**src/rtl/pcr_pkg.sv**
```systemverilog
package pcr_pkg;

  typedef enum logic [1:0] {
    LN_CLEAR = 2'd0,
    LN_ONE   = 2'd1,
    LN_ZERO  = 2'd2,
    LN_IDLE  = 2'd3
  } line_code_e;

  typedef struct packed {
    logic clear;
    logic one;
    logic zero;
  } line_evt_t;

endpackage

```
**src/rtl/pcr_reset_sync.sv**
```systemverilog
module pcr_reset_sync #(
  parameter int STAGES = 2
) (
  input  logic clk,
  input  logic rst_n,
  output logic rst_sync_n
);
  logic [STAGES-1:0] sync_q;
  logic [STAGES-1:0] sync_d;

  always_comb begin
    sync_d = {sync_q[STAGES-2:0], 1'b1};
  end

  always_ff @(posedge clk or negedge rst_n) begin
    if (!rst_n) sync_q <= '0;
    else        sync_q <= sync_d;
  end

  assign rst_sync_n = sync_q[STAGES-1];
endmodule

```
**src/rtl/pcr_line_decoder.sv**
```systemverilog
module pcr_line_decoder
  import pcr_pkg::*;
#(
  parameter int DATA_W   = 8,
  parameter int LINE_LSB = 4
) (
  input  logic              clk,
  input  logic              rst_n,
  input  logic              wr_en,
  input  logic [DATA_W-1:0] wr_data,
  output line_evt_t         evt,
  output logic              dup
);
  line_code_e line;
  line_code_e prev_q;
  line_code_e prev_d;
  logic       changed;
  logic       unused_bits;

  assign line        = line_code_e'(wr_data[LINE_LSB+1:LINE_LSB]);
  assign unused_bits = ^wr_data;

  always_comb begin
    changed   = wr_en && (line != prev_q);
    dup       = wr_en && (line == prev_q);
    evt.clear = changed && (line == LN_CLEAR);
    evt.one   = changed && (line == LN_ONE);
    evt.zero  = changed && (line == LN_ZERO);
    prev_d    = wr_en ? line : prev_q;
  end

  always_ff @(posedge clk or negedge rst_n) begin
    if (!rst_n)     prev_q <= LN_IDLE;
    else if (wr_en) prev_q <= prev_d;
  end


  evt_onehot_chk: assert property (@(posedge clk) disable iff (!rst_n)
    $onehot0({evt.clear, evt.one, evt.zero}));
endmodule

```
**src/rtl/pcr_bit_counter.sv**
```systemverilog
module pcr_bit_counter #(
  parameter int PKT_BITS = 128,
  localparam int CNT_W   = $clog2(PKT_BITS + 2),
  localparam int IDX_W   = $clog2(PKT_BITS)
) (
  input  logic             clk,
  input  logic             rst_n,
  input  logic             clear,
  input  logic             one,
  input  logic             zero,
  output logic [CNT_W-1:0] count,
  output logic             set_en,
  output logic [IDX_W-1:0] set_idx,
  output logic             pkt_valid
);
  localparam logic [CNT_W-1:0] FULL = CNT_W'(PKT_BITS);
  localparam logic [CNT_W-1:0] DONE = CNT_W'(PKT_BITS + 1);

  logic [CNT_W-1:0] count_q;
  logic [CNT_W-1:0] count_d;
  logic             count_en;
  logic             filling;
  logic             deliver;
  logic             valid_q;

  always_comb begin
    filling  = count_q < FULL;
    deliver  = zero && (count_q == FULL);
    set_en   = one && filling;
    set_idx  = count_q[IDX_W-1:0];
    count_en = clear || ((one || zero) && filling) || deliver;
    if (clear)        count_d = '0;
    else if (deliver) count_d = DONE;
    else              count_d = count_q + 1'b1;
  end

  always_ff @(posedge clk or negedge rst_n) begin
    if (!rst_n)        count_q <= '0;
    else if (count_en) count_q <= count_d;
  end

  always_ff @(posedge clk or negedge rst_n) begin
    if (!rst_n) valid_q <= 1'b0;
    else        valid_q <= deliver;
  end

  assign count     = count_q;
  assign pkt_valid = valid_q;


  cnt_bound_chk: assert property (@(posedge clk) disable iff (!rst_n)
    count_q <= DONE);

  valid_state_chk: assert property (@(posedge clk) disable iff (!rst_n)
    valid_q |-> count_q == DONE);

  valid_pulse_chk: assert property (@(posedge clk) disable iff (!rst_n)
    valid_q |=> !valid_q);
endmodule

```
**src/rtl/pcr_packet_buffer.sv**
```systemverilog
module pcr_packet_buffer #(
  parameter int PKT_BITS = 128,
  localparam int IDX_W   = $clog2(PKT_BITS),
  localparam int BYTES   = PKT_BITS / 8
) (
  input  logic                clk,
  input  logic                rst_n,
  input  logic                clear,
  input  logic                set_en,
  input  logic [IDX_W-1:0]    set_idx,
  output logic [PKT_BITS-1:0] data
);
  for (genvar g = 0; g < BYTES; g++) begin : g_byte
    logic [7:0] byte_q;
    logic [7:0] byte_d;
    logic [7:0] mask;
    logic       hit;
    logic       byte_en;

    always_comb begin
      hit = set_en && ((set_idx >> 3) == IDX_W'(g));
      for (int b = 0; b < 8; b++) begin
        mask[b] = hit && (set_idx == IDX_W'(g * 8 + b));
      end
      byte_en = clear || hit;
      byte_d  = clear ? 8'h00 : (byte_q | mask);
    end

    always_ff @(posedge clk or negedge rst_n) begin
      if (!rst_n)       byte_q <= 8'h00;
      else if (byte_en) byte_q <= byte_d;
    end

    assign data[g*8 +: 8] = byte_q;


    set_once_chk: assert property (@(posedge clk) disable iff (!rst_n)
      (hit && !clear) |=> $countones(byte_q) <= $countones($past(byte_q)) + 1);
  end
endmodule

```
**src/rtl/pcr_receiver.sv**
```systemverilog
module pcr_receiver
  import pcr_pkg::*;
#(
  parameter int PKT_BITS = 128,
  parameter int DATA_W   = 8,
  parameter int LINE_LSB = 4,
  localparam int CNT_W   = $clog2(PKT_BITS + 2),
  localparam int IDX_W   = $clog2(PKT_BITS)
) (
  input  logic                clk,
  input  logic                rst_n,
  input  logic                wr_en,
  input  logic [DATA_W-1:0]   wr_data,
  output logic [PKT_BITS-1:0] pkt_data,
  output logic                pkt_valid
);
  logic             rst_i_n;
  line_evt_t        evt;
  logic             dup;
  logic [CNT_W-1:0] count;
  logic             set_en;
  logic [IDX_W-1:0] set_idx;

  initial begin
    if (PKT_BITS % 8 != 0 || PKT_BITS < 8)
      $error("PKT_BITS must be a positive multiple of 8");
    if (LINE_LSB + 2 > DATA_W)
      $error("line field outside the port byte");
  end

  pcr_reset_sync #(.STAGES(2)) u_rst (
    .clk        (clk),
    .rst_n      (rst_n),
    .rst_sync_n (rst_i_n)
  );

  pcr_line_decoder #(.DATA_W(DATA_W), .LINE_LSB(LINE_LSB)) u_dec (
    .clk     (clk),
    .rst_n   (rst_i_n),
    .wr_en   (wr_en),
    .wr_data (wr_data),
    .evt     (evt),
    .dup     (dup)
  );

  pcr_bit_counter #(.PKT_BITS(PKT_BITS)) u_cnt (
    .clk       (clk),
    .rst_n     (rst_i_n),
    .clear     (evt.clear),
    .one       (evt.one),
    .zero      (evt.zero),
    .count     (count),
    .set_en    (set_en),
    .set_idx   (set_idx),
    .pkt_valid (pkt_valid)
  );

  pcr_packet_buffer #(.PKT_BITS(PKT_BITS)) u_buf (
    .clk     (clk),
    .rst_n   (rst_i_n),
    .clear   (evt.clear),
    .set_en  (set_en),
    .set_idx (set_idx),
    .data    (pkt_data)
  );


  dup_ignored_chk: assert property (@(posedge clk) disable iff (!rst_i_n)
    dup |=> $stable(count) && $stable(pkt_data));

  clear_empties_chk: assert property (@(posedge clk) disable iff (!rst_i_n)
    evt.clear |=> (count == '0) && (pkt_data == '0));

  full_hold_chk: assert property (@(posedge clk) disable iff (!rst_i_n)
    (count >= CNT_W'(PKT_BITS) && !evt.clear) |=> $stable(pkt_data));

  idle_hold_chk: assert property (@(posedge clk) disable iff (!rst_i_n)
    (wr_en && !evt.clear && !evt.one && !evt.zero) |=> $stable(count));
endmodule

```
**config.mk**
```make
export PLATFORM = sky130hd
export DESIGN_NAME = pcr_receiver
export DESIGN_NICKNAME = d
export VERILOG_FILES = /design/src/rtl/pcr_pkg.sv /design/src/rtl/pcr_reset_sync.sv /design/src/rtl/pcr_line_decoder.sv /design/src/rtl/pcr_bit_counter.sv /design/src/rtl/pcr_packet_buffer.sv /design/src/rtl/pcr_receiver.sv
export SDC_FILE = /design/constraint.sdc
export NUM_CORES = 1
export LEC_CHECK = 0
export ABC_AREA = 1
export BUFFER_PORTS_ARGS = -buffer_cell sky130_fd_sc_hd__buf_2
export CORE_ASPECT_RATIO = 0.7
export CORE_UTILIZATION = 55
export DETAILED_ROUTE_END_ITERATION = 10
export HOLD_SLACK_MARGIN = 0.15
export PLACE_DENSITY = 0.8
export REMOVE_ABC_BUFFERS = 1
export SYNTH_ARGS = -nofsm -noshare
export SYNTH_HDL_FRONTEND = slang
export SYNTH_SLANG_ARGS = --single-unit
```
**constraint.sdc**
```tcl
create_clock -name clk -period 5.7 [get_ports clk]
set_input_delay 1.14 -clock clk [delete_from_list [all_inputs] [get_ports clk]]
set_output_delay 1.14 -clock clk [all_outputs]
set_load 0.02 [all_outputs]
```
==> results.cfg <==
[run_status]
status = finished, violations left
violations = DRC

[sta]
setup_viol = 0
layout_setup_ws_ns = 2.37
finClkSkew_ns = 0.00576
min_period_over_period_pct = 58.4
slew_headroom_pct = 29.7
hold_ws_ns = 0.349
rsz0062_at_grt = no
max_freq_mhz = 301
hold_viol = 0
slew_violations = 0
min_period_ns = 3.33
tightest_slew_ns = 1.05

[detailed_routing]
routed-via-count = 6199
first_iter_violations = 648
drt_wl_total_um = 18500
routed_via_density = 5.72
drtAntennaViolNets = 0
wl_per_cell_um = 17.1
dr.pass1.iters = 10
drcViolationCount = 22

[final_layout]
final_cell_count_no_fill = 1083
finalNetCount = 923
layout-drive-gt1-share_pct = 32.5
area_growth_pct = 16.7
final_common_cell = inv_1
final_cell_mix = inv_1 (152), dfrtp_1 (138), buf_2 (133)
n_antenna_cell = 0

[yosys]
postSynthAreaPerCell_um2 = 8.95
synth-async-reset-ratio_pct = 100
synth_seq_area_share_pct = 49.3
synth_cells = 800
synth-main-ff-cell = dfrtp_1
ys_types = 28
syn_area_um2 = 7160
synth-seq-cells = 141
synth_edf_count = 0
yosys_warnings = 0

[critical_path]
cp_max_fo = 68
cp-end-kind = flip-flop
slowest_stage = and2_4
slowest_delay_ns = 0.95
cp_common_cell = nand2_1
path_cells = buf_2 > inv_1 > nand2_1 > nand2_1 > nand2_4 > and2_4 > buf_12 > a21oi_1
reg2reg_to = u_buf.g_byte[4].byte_q[3]
start_kind = input pin
reg2regPathDepth = 7
r2r_start = u_dec.prev_q[1]
cp.arrival_ns = 3.61
critical_path_class = in -> reg
critical_path.endpoint = u_buf.g_byte[4].byte_q[3]
required_ns = 5.99
critPathLaunch = wr_data[4]
reg2reg_slack_ns = 2.72

[place]
port_buffers = 133
dp.final_hpwl_um = 11900
pre_cts_ws_ns = 2.00
dp.cells = 1051
gp_congestion = 0.967

[power]
p_leak_uw = 0.00387
sequentialPowerShare_pct = 42.9
ir_drop_uv = 237
swShare_pct = 29.7
comb_power_share_pct = 13.6
p_int_uw = 1790
power.total_uw = 2550
power_density_nw_per_um2 = 305
clkPwrFrac_pct = 43.5
p_switching_uw = 758

[clock_tree]
cts_buffers = 17
ctsLongestPathBuffers = 2
clkSinkCount = 141
cts_resized = 0
clk-insertion-delay-late_ns = 0.43
cts_root_buffer = clkbuf_16
post_cts_buffers = 0
clkTransAtPathRegs_ns = 0.06
cts_hold_buf = 0
cts_tree = built
h-tree-depth = 4

[die]
die_y_um = 97.5
die_w_um = 138
start_util_pct = 57.0
rows = 34
dieArea_um2 = 13500
core-area_um2 = 12500
io_pins = 140

[flow_run]
max_cap_violations = 0

[hold_path]
hp-class = reg -> reg

[global_routing]
overflow = 0
grt_pass1_vias = 5639
antenna_found_initial = 0
grt_start_max_net_pins = 88
grt_use_total_pct = 28.6
grt_pass1_wl_um = 29700
[final cells by class]
type                    count  area (um^2)
inverters                 160          601
flip-flops and latches    141         3530
clock buffers              20          457
multi-input cells         450         2700
clock inverters            12          139
well taps                 162          203
fillers                   986         4200
repair buffers            138          716
[through the flow]
step / utilization, % / setup TNS, ns / area (um^2)
6_report: 66.6 / 0 / 8350
3_5_place_dp: 61.8 / 0 / 7760
2_1_floorplan: - / -103.68 / 6820
5_1_grt: 66.6 / 0 / 8350
4_1_cts: 66.6 / 0 / 8350
3_3_place_gp: 61.8 / 0 / 7760
[synth_stat cells, types with 2 or more instances]
cell type	count	share of area, %
inv_1	152	8.0
dfrtp_1	139	49
nand4_1	128	11
a21oi_2	100	12
nor2_1	93	4.9
nand2_1	45	2.4
buf_2	30	2.1
a21oi_1	29	2.0
nand3_1	22	1.5
nor2_2	12	1.0
buf_6	11	1.7
inv_2	7	0.37
buf_4	6	0.63
nand2_2	5	0.44
ha_1	4	0.70
o21ai_0	3	0.21
dfstp_2	2	0.73
nand3b_1	2	0.21
[power groups by stage]
| stage | logic (uW) | clock network (uW) | registers [uW] |
|---|---|---|---|
| floorplan | 191 | 0 | 1130 |
| global placement | 330 | 0 | 1110 |
| detailed placement | 340 | 0 | 1110 |
| CTS | 340 | 1110 | 1090 |
| global route | 376 | 1160 | 1100 |
| finish | 346 | 1110 | 1090 |
[metal layers]
layer / global-route usage, % / part of all wire (%) / up-vias
met5: 0 / 0 / -
met1: 41.6 / 46 / 3008
li1: - / - / 2865
met2: 41.5 / 43 / 291
met3: 8.08 / 9.3 / 35
met4: 8.73 / 1.7 / 0
[sequential cells by signal, indices dropped and copies added (netlist names)]
register and count:
u_buf.g_byte.byte_q 128, u_cnt.count 8, u_cnt.pkt_valid 1, u_dec.prev_q 2
u_rst.sync_q 2
[kinds of logic (layout without fill, tap and decap cells)]
family	Yosys count	count (layout)	synth area share, %
and+or+nand+nor	310	310	22.0
buffers and inverters	209	330	13.1
DFF	141	141	49.3
AOI/OAI and AO/OA	134	134	14.7
adders and majority gates	4	4	0.699
other	1	1	0.0524
xor gates and xnor gates	1	1	0.122
[critical path: cells and delay by family]
family                 cells  cell delay [ns]
AO/OA/AOI/OAI              1             0.08
AND/OR/NAND/NOR            4             1.60
buffers and inverters      3             0.62
[worst min path at each step]
stage                    start               to  slack, ns  depth (start not counted)
3_3_place_gp   u_rst.sync_q[0]  u_rst.sync_q[1]       0.33                          0
3_5_place_dp   u_rst.sync_q[0]  u_rst.sync_q[1]       0.35                          0
4_1_cts        u_rst.sync_q[0]  u_rst.sync_q[1]       0.35                          0
6_report       u_rst.sync_q[0]  u_rst.sync_q[1]       0.35                          0
2_1_floorplan  u_rst.sync_q[0]  u_rst.sync_q[1]       0.33                          0
5_1_grt        u_rst.sync_q[0]  u_rst.sync_q[1]       0.38                          0
Note: power is estimated with default switching activity, not from simulation.
